**config.mk**
```make
export PLATFORM = sky130hd
export DESIGN_NAME = dsadc_sequencer
export DESIGN_NICKNAME = d
export VERILOG_FILES = /design/src/rtl/dsadc_pkg.sv /design/src/rtl/dsadc_ctrl.sv /design/src/rtl/dsadc_bcd.sv /design/src/rtl/dsadc_latch.sv /design/src/rtl/dsadc_sequencer.sv
export SDC_FILE = /design/constraint.sdc
export NUM_CORES = 1
export LEC_CHECK = 0
export BUFFER_PORTS_ARGS = -buffer_cell sky130_fd_sc_hd__buf_4
export CAP_MARGIN = 20
export CORE_AREA = 2 2 102 129
export CTS_BUF_LIST = sky130_fd_sc_hd__clkbuf_4
export DETAILED_ROUTE_END_ITERATION = 10
export DIE_AREA = 0 0 104 131
export GPL_ROUTABILITY_DRIVEN = 0
export GPL_TIMING_DRIVEN = 1
export PLACE_DENSITY_LB_ADDON = 0.12
export SYNTH_ARGS = -nofsm -noshare
export SYNTH_HDL_FRONTEND = slang
export SYNTH_HIERARCHICAL = 1
export SYNTH_SLANG_ARGS = --single-unit
```
**constraint.sdc**
```tcl
create_clock -name clk -period 2.52 [get_ports clk]
set_clock_uncertainty 0.05 [all_clocks]
set_input_delay 0.126 -clock clk [delete_from_list [all_inputs] [get_ports clk]]
set_output_delay 0.126 -clock clk [all_outputs]
set_load 0.05 [all_outputs]
```
**src/rtl/dsadc_pkg.sv**
```systemverilog
package dsadc_pkg;
  typedef enum logic [1:0] {
    PH_IDLE = 2'd0,
    PH_SIG  = 2'd1,
    PH_REF  = 2'd2,
    PH_ZERO = 2'd3
  } phase_e;

  localparam int DEC_N = 4;
  localparam int MSD_W = 2;
  localparam int RD_W  = MSD_W + 4 * DEC_N;
endpackage

```
**src/rtl/dsadc_ctrl.sv**
```systemverilog
module dsadc_ctrl
  import dsadc_pkg::*;
#(
  parameter int SI_LEN    = 10000,
  parameter int REF_CAP   = 20001,
  parameter int CYCLE_LEN = 40002,
  parameter int UR_LIMIT  = 1800
) (
  input  logic clk,
  input  logic rst_n,
  input  logic run_i,
  input  logic zc_i,
  output logic busy_o,
  output logic si_start_o,
  output logic ri_start_o,
  output logic cnt_en_o,
  output logic ld_o,
  output logic ovr_o,
  output logic ur_o
);
  localparam int PH_MAX = (REF_CAP > SI_LEN) ? REF_CAP : SI_LEN;
  localparam int PH_W   = $clog2(PH_MAX + 1);
  localparam int CYC_W  = $clog2(CYCLE_LEN + 1);
  localparam logic [PH_W-1:0]  SI_LAST  = PH_W'(SI_LEN - 1);
  localparam logic [PH_W-1:0]  REF_LAST = PH_W'(REF_CAP - 1);
  localparam logic [PH_W-1:0]  UR_TH    = PH_W'(UR_LIMIT);
  localparam logic [CYC_W-1:0] CYC_LAST = CYC_W'(CYCLE_LEN - 1);

  phase_e            phase_q, phase_d;
  logic [CYC_W-1:0]  cyc_q, cyc_d;
  logic [PH_W-1:0]   pcnt_q, pcnt_d;
  logic              ld_q, ovr_q, ovr_d, ur_q, ur_d;
  logic              ri_exit, cap_hit;

  always_comb begin
    phase_d    = phase_q;
    cyc_d      = cyc_q;
    pcnt_d     = pcnt_q;
    si_start_o = 1'b0;
    ri_start_o = 1'b0;
    cnt_en_o   = 1'b0;
    ri_exit    = 1'b0;
    cap_hit    = 1'b0;
    unique case (phase_q)
      PH_IDLE: begin
        if (run_i) begin
          phase_d    = PH_SIG;
          cyc_d      = '0;
          pcnt_d     = '0;
          si_start_o = 1'b1;
        end
      end
      PH_SIG: begin
        cyc_d = cyc_q + 1'b1;
        if (pcnt_q == SI_LAST) begin
          phase_d    = PH_REF;
          pcnt_d     = '0;
          ri_start_o = 1'b1;
        end else begin
          pcnt_d = pcnt_q + 1'b1;
        end
      end
      PH_REF: begin
        cyc_d    = cyc_q + 1'b1;
        cnt_en_o = (pcnt_q != '0);
        pcnt_d   = pcnt_q + 1'b1;
        if (zc_i || (pcnt_q == REF_LAST)) begin
          phase_d = PH_ZERO;
          ri_exit = 1'b1;
          cap_hit = !zc_i;
        end
      end
      PH_ZERO: begin
        if (cyc_q == CYC_LAST) begin
          if (run_i) begin
            phase_d    = PH_SIG;
            cyc_d      = '0;
            pcnt_d     = '0;
            si_start_o = 1'b1;
          end else begin
            phase_d = PH_IDLE;
          end
        end else begin
          cyc_d = cyc_q + 1'b1;
        end
      end
      default: phase_d = PH_IDLE;
    endcase
  end

  always_comb begin
    ovr_d = ovr_q;
    ur_d  = ur_q;
    if (ri_exit) begin
      ovr_d = cap_hit;
      ur_d  = !cap_hit && (pcnt_q <= UR_TH);
    end
  end

  always_ff @(posedge clk or negedge rst_n) begin
    if (!rst_n) begin
      phase_q <= PH_IDLE;
      cyc_q   <= '0;
      pcnt_q  <= '0;
      ld_q    <= 1'b0;
      ovr_q   <= 1'b0;
      ur_q    <= 1'b0;
    end else begin
      phase_q <= phase_d;
      cyc_q   <= cyc_d;
      pcnt_q  <= pcnt_d;
      ld_q    <= ri_exit;
      ovr_q   <= ovr_d;
      ur_q    <= ur_d;
    end
  end

  assign busy_o = (phase_q == PH_SIG) || (phase_q == PH_REF);
  assign ld_o   = ld_q;
  assign ovr_o  = ovr_q;
  assign ur_o   = ur_q;
endmodule

```
**src/rtl/dsadc_bcd.sv**
```systemverilog
module dsadc_bcd #(
  parameter int DEC_N = 4,
  parameter int MSD_W = 2,
  localparam int RD_W = MSD_W + 4 * DEC_N
) (
  input  logic            clk,
  input  logic            rst_n,
  input  logic            clr_i,
  input  logic            inc_i,
  output logic [RD_W-1:0] val_o
);
  logic [DEC_N:0] carry;
  assign carry[0] = inc_i;

  for (genvar g = 0; g < DEC_N; g++) begin : g_dec
    logic [3:0] dig_q, dig_d;
    always_comb begin
      dig_d = dig_q;
      if (clr_i)          dig_d = 4'd0;
      else if (carry[g])  dig_d = (dig_q == 4'd9) ? 4'd0 : dig_q + 4'd1;
    end
    always_ff @(posedge clk or negedge rst_n) begin
      if (!rst_n) dig_q <= 4'd0;
      else        dig_q <= dig_d;
    end
    assign carry[g+1]     = carry[g] && (dig_q == 4'd9);
    assign val_o[4*g +: 4] = dig_q;
  end

  logic [MSD_W-1:0] msd_q, msd_d;
  always_comb begin
    msd_d = msd_q;
    if (clr_i)             msd_d = '0;
    else if (carry[DEC_N]) msd_d = msd_q + 1'b1;
  end
  always_ff @(posedge clk or negedge rst_n) begin
    if (!rst_n) msd_q <= '0;
    else        msd_q <= msd_d;
  end
  assign val_o[RD_W-1 -: MSD_W] = msd_q;
endmodule

```
**src/rtl/dsadc_latch.sv**
```systemverilog
module dsadc_latch #(
  parameter int RD_W = 18
) (
  input  logic            clk,
  input  logic            rst_n,
  input  logic            si_start_i,
  input  logic            ri_start_i,
  input  logic            ld_i,
  input  logic            ovr_i,
  input  logic            ur_i,
  input  logic            pol_i,
  input  logic [RD_W-1:0] bcd_i,
  output logic [RD_W-1:0] reading_o,
  output logic            pol_o,
  output logic            over_o,
  output logic            under_o
);
  logic [RD_W-1:0] rd_q, rd_d;
  logic            pol_q, pol_d, ov_q, ov_d, un_q, un_d;

  always_comb begin
    rd_d  = ld_i ? bcd_i : rd_q;
    pol_d = ri_start_i ? pol_i : pol_q;
    ov_d  = ov_q;
    if (ri_start_i)  ov_d = 1'b0;
    else if (ld_i)   ov_d = ovr_i;
    un_d  = un_q;
    if (si_start_i)  un_d = 1'b0;
    else if (ld_i)   un_d = ur_i;
  end

  always_ff @(posedge clk or negedge rst_n) begin
    if (!rst_n) begin
      rd_q  <= '0;
      pol_q <= 1'b0;
      ov_q  <= 1'b0;
      un_q  <= 1'b0;
    end else begin
      rd_q  <= rd_d;
      pol_q <= pol_d;
      ov_q  <= ov_d;
      un_q  <= un_d;
    end
  end

  assign reading_o = rd_q;
  assign pol_o     = pol_q;
  assign over_o    = ov_q;
  assign under_o   = un_q;
endmodule

```
**src/rtl/dsadc_sequencer.sv**
```systemverilog
module dsadc_sequencer
  import dsadc_pkg::*;
#(
  parameter int SI_LEN    = 10000,
  parameter int REF_CAP   = 20001,
  parameter int CYCLE_LEN = 40002,
  parameter int UR_LIMIT  = 1800
) (
  input  logic            clk,
  input  logic            rst_n,
  input  logic            run_i,
  input  logic            zc_i,
  input  logic            pol_i,
  output logic            busy_o,
  output logic [RD_W-1:0] reading_o,
  output logic            pol_o,
  output logic            over_o,
  output logic            under_o
);
  logic rst_meta, rst_sn;
  always_ff @(posedge clk or negedge rst_n) begin
    if (!rst_n) begin
      rst_meta <= 1'b0;
      rst_sn   <= 1'b0;
    end else begin
      rst_meta <= 1'b1;
      rst_sn   <= rst_meta;
    end
  end

  logic si_start, ri_start, cnt_en, ld, ovr, ur;
  logic [RD_W-1:0] bcd;

  dsadc_ctrl #(
    .SI_LEN(SI_LEN), .REF_CAP(REF_CAP), .CYCLE_LEN(CYCLE_LEN), .UR_LIMIT(UR_LIMIT)
  ) u_ctrl (
    .clk(clk), .rst_n(rst_sn), .run_i(run_i), .zc_i(zc_i),
    .busy_o(busy_o), .si_start_o(si_start), .ri_start_o(ri_start),
    .cnt_en_o(cnt_en), .ld_o(ld), .ovr_o(ovr), .ur_o(ur)
  );

  dsadc_bcd #(.DEC_N(DEC_N), .MSD_W(MSD_W)) u_bcd (
    .clk(clk), .rst_n(rst_sn), .clr_i(ri_start), .inc_i(cnt_en), .val_o(bcd)
  );

  dsadc_latch #(.RD_W(RD_W)) u_latch (
    .clk(clk), .rst_n(rst_sn), .si_start_i(si_start), .ri_start_i(ri_start),
    .ld_i(ld), .ovr_i(ovr), .ur_i(ur), .pol_i(pol_i), .bcd_i(bcd),
    .reading_o(reading_o), .pol_o(pol_o), .over_o(over_o), .under_o(under_o)
  );
endmodule

```
==> impl_results.md, run 1 <==
- Slew @ Worst Pin: 0.584 ns
- Initial Util: 33.3%
- Fill cells: 1260
- ANT nets after route: 0
- Max Fanout on Critical Path: 7
- Min Clock Period, post-route: 2.37 ns
- Register bit total from synthesis: 77
- Nets@finish: 468
- Fraction of registers with async set/reset: 100%
- Vias in the first global route: 3188
- Arrival @ worst endpoint: 2.68 ns
- Worst setup margin: 0.152 ns
- Dpl hpwl: 6400 um
- RSZ-0062 raised after global routing: no
- RR Endpoint: u_bcd/g_dec[3].dig_q[1]
- Mapped Cells: 398
- Post-synth EDFFs: 0
- Layout area overhead: 18.0%
- Die Span Y: 131 um
- Ys flop type: dfrtp_1
- Via density: 5.10
- Hold Path Origin: run_i
- Min-Delay Path Class: in -> reg
- Leakage: 2.19 nW
- CP startpoint: u_ctrl/pcnt_q[5]
- Seq/Total Area, Yosys: 46.6%
- Main area contributors after synthesis: dfrtp_1 47%, mux2_4 6.5%, ha_1 5.1%
- Area of the mapped netlist: 0.00414 mm2
- R2r startpoint: u_ctrl/pcnt_q[5]
- Hold depth: 4
- Synth Area per Inst: 10.4 um2
- Max Root-Sink Buffers: 2
- Clock tree sinks: 77
- Setup TNS: 0 ns
- Worst-path clk slew: 0.12 ns
- CTS tree: built
- Max_slew headroom: 60.5%
- Tcrit/Tclk final: 94.0%
- Synth unique cells: 57
- H-tree depth: 3
- Final setup violating endpoints: 0
- Setup crit end kind: flip-flop
- Max rail drop VDD: 0.514 mV
- CP Data Required Time: 2.83 ns
- Initial antenna violation count: 1
- Num CTS Buffers: 9
- Port-buffer cells: 26
- Routed length per instance: 14.6 um
- Routed WL: 9040 um
- Cell taking the most area after synthesis: dfrtp_1
- Fmax: 422 MHz
- Status: finished clean
- Max Cap Viol: 0
- Total grt overflow: 0
- Final hold vios: 0
- R2R Setup Slk: 0.15 ns
- Pre-CTS setup slack: 0.00811 ns
- Vias: 3165
- Max Slew Vio Count: 0
- All-Layer GR Usage: 14.3%
- Cell Pwr Density: 892 mW/mm2
- Latest clock arrival within the worst-skew pair: 0.42 ns
- CP Launch Type: flip-flop
- Fraction of layout cells with a size suffix above 1: 21.7%
- # rows: 46
- Die X: 104 um
- R2R cell count: 8
- Clk Tree Root Cell: clkbuf_4
- Area share of the largest cell type after synthesis: 46.6%
- Syn_nets: 420
- Placeable Area: 0.0124 mm2
- Worst Setup Path Type: reg -> reg
- Synth warn: 6
- First-pass GRT wire length: 15600 um
- Largest net degree at the start of global routing: 44
- Num ports: 27
- Initial DRT Pass Iterations: 6
- Starting DRT DRC Count: 159
- # DRC: 0
- Die area: 0.0136 mm2
- Hold path endpoint: u_ctrl/cyc_q[14]
==> worst max path at each step <==
stage | end | slack (ns) | cells after the start
floorplan | u_ctrl/phase_q[0] | 0.15 | 6
global placement | u_ctrl/phase_q[0] | 0.12 | 5
detailed placement | u_bcd/g_dec[3].dig_q[1] | 0.008 | 9
CTS | u_bcd/g_dec[3].dig_q[1] | 0.006 | 9
global route | u_bcd/g_dec[3].dig_q[1] | 0.008 | 8
finish | u_bcd/g_dec[3].dig_q[1] | 0.15 | 8
==> stage by stage <==
stage                     area, um2  total power, mW  cells  hold WS, ns  util [%]
after floorplan                4140             2.95    398       -0.220         -
after global placement         4620             3.43    597       -0.140      37.2
after detailed placement       4620             3.47    597       -0.141      37.2
after CTS                      4820             4.35    617      0.00831      38.8
after global routing           4890             4.69    620       0.0763      39.3
final                          4890             4.36    620       0.0597      39.3
==> where the power goes <==
part           total (mW)  switching [mW]  internal, mW
registers            1.69           0.253          1.44
clock network       0.857           0.438         0.419
logic                1.81            1.09         0.717
==> final cells by class <==
cell class                 instances  area, um2  area share [%]
tap                              168        210            4.30
clock inverter                     5       75.1            1.54
sequential                        77       1930            39.5
clock buffer                      11       82.6            1.69
timing repair buffer              53        418            8.55
inverter                          15       56.3            1.15
multi-input combinational        290       2110            43.2
antenna                            1       2.50          0.0512
==> kinds of logic (layout without fill, tap and decap cells) <==
group / after synthesis / count (layout) / synth area share [%]
AND/OR/NAND/NOR: 158 / 158 / 20.7
flip-flops: 77 / 77 / 46.6
AO/OA/AOI/OAI: 72 / 72 / 11.9
buffers and inverters: 31 / 84 / 3.63
multiplexers: 28 / 28 / 9.07
adder cells (fa/ha/maj): 17 / 17 / 5.14
XOR/XNOR: 14 / 14 / 2.96
other: 1 / 2 / 0.0906
==> sequential cells by signal (all words and copies together), names as in the netlist, 2 cells and up <==
register           cells
u_latch/reading_o     18
u_ctrl/cyc_q          16
u_ctrl/pcnt_q         15
u_ctrl/phase_q         2
u_bcd/g_dec.dig_q     16
u_bcd/msd_q            2
==> layout by cell type, fill, tap and decap left out, types with 13 or more instances in the layout <==
cell	netlist	layout
nand3_1	20	20
ha_1	17	16
mux2_4	18	18
nor4_1	16	15
a21oi_1	15	15
buf_4	2	47
xnor2_1	13	13
dfrtp_1	77	76
nand2_1	22	22
inv_1	15	15
nor2_1	40	39
==> routing by layer <==
layer / part of all wire, % / vias up / wire length [um] / global-route usage [%]
met5: 0 / - / 0 / 0
met4: 1.5 / 0 / 138 / 6.76
met3: 2.4 / 10 / 214 / 2.53
met2: 50 / 47 / 4490 / 24.5
met1: 46 / 1544 / 4200 / 17.6
li1: - / 1564 / - / -
==> repair_timing <==
| item | CTS | global route |
|---|---|---|
| resized for setup | 0 | 9 |
| hold buffers | 4 | 0 |
| hold endpoints to repair | 6 | 0 |
| setup buffers | 0 | 1 |
| endpoints found under the setup margin | 0 | 21 |
==> worst max-delay path, stage by stage (launching register included) <==
cell	delay [ns]
dfrtp_1	0.40
buf_4	0.16
nor4_1	0.44
nand3_1	0.13
o31a_1	0.29
and4b_2	0.32
nand3_4	0.09
mux2_2	0.33
nor2_1	0.08
==> synthesized netlist by cell type (2+ instances only) <==
master	instances
and3_1	6
inv_1	15
nor4b_1	4
mux2_2	3
o22ai_1	3
mux2_4	18
mux2i_1	6
and4b_1	3
o21ai_1	4
and2_1	5
o21bai_1	2
a211o_1	2
nor3_1	12
ha_1	17
nor4_1	16
nand3_1	20
a21oi_1	15
nand2_1	22
and4_1	2
a211oi_1	2
or3_1	2
nand4b_1	2
nor2_1	40
nand3b_1	3
nand4_1	6
a21boi_0	2
a22o_1	5
xnor2_1	13
o21ai_0	9
buf_2	3
buf_6	3
clkbuf_1	7
buf_4	2
a41oi_1	7
nand2b_1	5
and3b_1	3
dfrtp_1	77
nor2b_1	2
a31oi_1	12
Power figures use the tool's default switching activity.
==> run 2: changes to the inputs <==
Settings changed: CELL_PAD_IN_SITES_DETAIL_PLACEMENT from default to 0, CELL_PAD_IN_SITES_GLOBAL_PLACEMENT from default to 1, PLACE_DENSITY from default to 0.6, PLACE_DENSITY_LB_ADDON 0.12 to default.
==> impl_results.md, run 2 (synthesized netlist as in run 1, its figures left out) <==
- R2R cell count: 5
- Clock tree sinks: 77
- CP Launch Type: flip-flop
- Setup TNS: 0 ns
- Non-Filler Instances: 623
- Largest register FFs: 18
- Internal Pwr Total: 2.41 mW
- Fill cells: 1241
- Starting DRT DRC Count: 175
- Routed WL: 9210 um
- H-tree depth: 3
- Fmax: 412 MHz
- Min-Delay Path Class: reg -> async
- CP max stage delay: 0.59 ns
- Total grt overflow: 0
- Nets@finish: 472
- Reg power frac: 39.7%
- Hold Slack: 0.263 ns
- Largest net degree at the start of global routing: 40
- All-Layer GR Usage: 14.3%
- Cells along the critical path: or4_1 > o41a_1 > a2111o_1 > a2111oi_2 > a211oi_1
- Die Span Y: 131 um
- Switch share: 43.0%
- Port-buffer cells: 26
- Placed Area: 0.00465 mm2
- Setup crit end kind: flip-flop
- RSZ-0062 raised after global routing: no
- Initial Util: 33.3%
- Die X: 104 um
- Latest clock arrival within the worst-skew pair: 0.43 ns
- Switching power total: 1.82 mW
- Status: finished clean
- Fraction of layout cells with a size suffix above 1: 22.0%
- R2R Setup Slk: 0.09 ns
- Vias in the first global route: 3106
- Final hold vios: 0
- Slew @ Worst Pin: 0.623 ns
- ANT nets after route: 0
- RR Endpoint: u_ctrl/phase_q[0]
- CTS tree: built
- Combinational Power Share: 43.6%
- Worst Setup Path Type: reg -> reg
- Vias: 3220
- Dpl hpwl: 6570 um
- Max Fanout on Critical Path: 3
- Clk Tree Root Cell: clkbuf_4
- Num ports: 27
- Max Cap Viol: 0
- Final setup violating endpoints: 0
- Max Slew Vio Count: 0
- Critical path's slowest cell: or4_1
- CP Data Required Time: 2.78 ns
- Leakage: 2.19 nW
- Placed cells: 600
- Initial antenna violation count: 0
- Register area: 0.00193 mm2
- # rows: 46
- Most common cell after layout, fill and taps aside: dfrtp_1
- Max_slew headroom: 57.9%
- Arrival @ worst endpoint: 2.69 ns
- Worst-path clk slew: 0.14 ns
- Cell Pwr Density: 870 mW/mm2
- Die area: 0.0136 mm2
- Layout area overhead: 17.3%
- # DRC: 0
- Tcrit/Tclk final: 96.3%
- Max rail drop VDD: 0.452 mV
- R2r startpoint: u_ctrl/pcnt_q[5]
- Core Util, Final: 39.0%
- Initial DRT Pass Iterations: 6
- Max Root-Sink Buffers: 2
- Placeable Area: 0.0124 mm2
- Routed length per instance: 14.8 um
- First-pass GRT wire length: 15600 um
- Most frequent cells in the layout: 76 x dfrtp_1, 51 x buf_4, 38 x nor2_1, 22 x nand2_1, 20 x nand3_1
- Share of power burned in the clock network: 16.7%
- Multi-input logic area: 0.00208 mm2
- Num CTS Buffers: 9
- Via density: 5.17
- Final Instance Area: 0.00485 mm2
- Ant diodes: 0
- Min Clock Period, post-route: 2.43 ns
## run 2: power groups by stage
stage / clock network, mW / logic, mW / registers [mW]
6_report: 0.706 / 1.84 / 1.68
3_3_place_gp: 0 / 1.80 / 1.70
2_1_floorplan: 0 / 1.15 / 1.80
3_5_place_dp: 0 / 1.83 / 1.70
5_1_grt: 0.798 / 2.03 / 1.72
4_1_cts: 0.744 / 1.84 / 1.68
## run 2: how the worst max path moves through the flow
stage | from | end | slack (ns) | depth (start not counted)
CTS | u_ctrl/pcnt_q[5] | u_bcd/g_dec[3].dig_q[1] | 0.04 | 9
global route | u_ctrl/pcnt_q[0] | u_bcd/g_dec[3].dig_q[3] | 0.004 | 9
detailed placement | u_ctrl/pcnt_q[5] | u_bcd/g_dec[3].dig_q[1] | 0.08 | 9
finish | u_ctrl/pcnt_q[5] | u_ctrl/phase_q[0] | 0.09 | 5
floorplan | u_ctrl/pcnt_q[5] | u_ctrl/phase_q[0] | 0.15 | 6
global placement | u_ctrl/pcnt_q[5] | u_bcd/g_dec[3].dig_q[1] | 0.11 | 9
## run 2: repair_timing
item / CTS / global route
endpoints found under the hold margin: 7 / 0
gates resized for setup: 0 / 5
setup buffers: 0 / 2
setup endpoints to repair: 0 / 13
hold buffers: 5 / 0
## run 2: final cells by class
class,count,share of cell area (%)
clock buffer,10,1.55
timing repair buffer,57,9.33
multi-input combinational,290,42.9
sequential,77,39.8
tap,168,4.33
inverter,15,1.16
clock inverter,6,1.01
## run 2: stage by stage
stage,setup slack [ns],total power [mW]
after floorplan,0.147,2.95
after global placement,0.114,3.50
after detailed placement,0.0779,3.53
after CTS,0.0379,4.26
after global routing,0.00388,4.55
final,0.0942,4.22
## run 2: layer usage
layer	GRT usage (%)	share of wire, %	routed length (um)	up-vias
met3	3.42	3.2	299	11
li1	-	-	-	1564
met4	5.25	1.2	114	0
met2	24.5	49	4560	57
met5	0	0	0	-
met1	17.9	46	4240	1588
## run 2: worst max-delay path: cells and delay by family (launching register included)
family,cells,cell delay [ns]
flip-flops,1,0.40
AND/OR/NAND/NOR,1,0.59
AO/OA/AOI/OAI,4,1.28
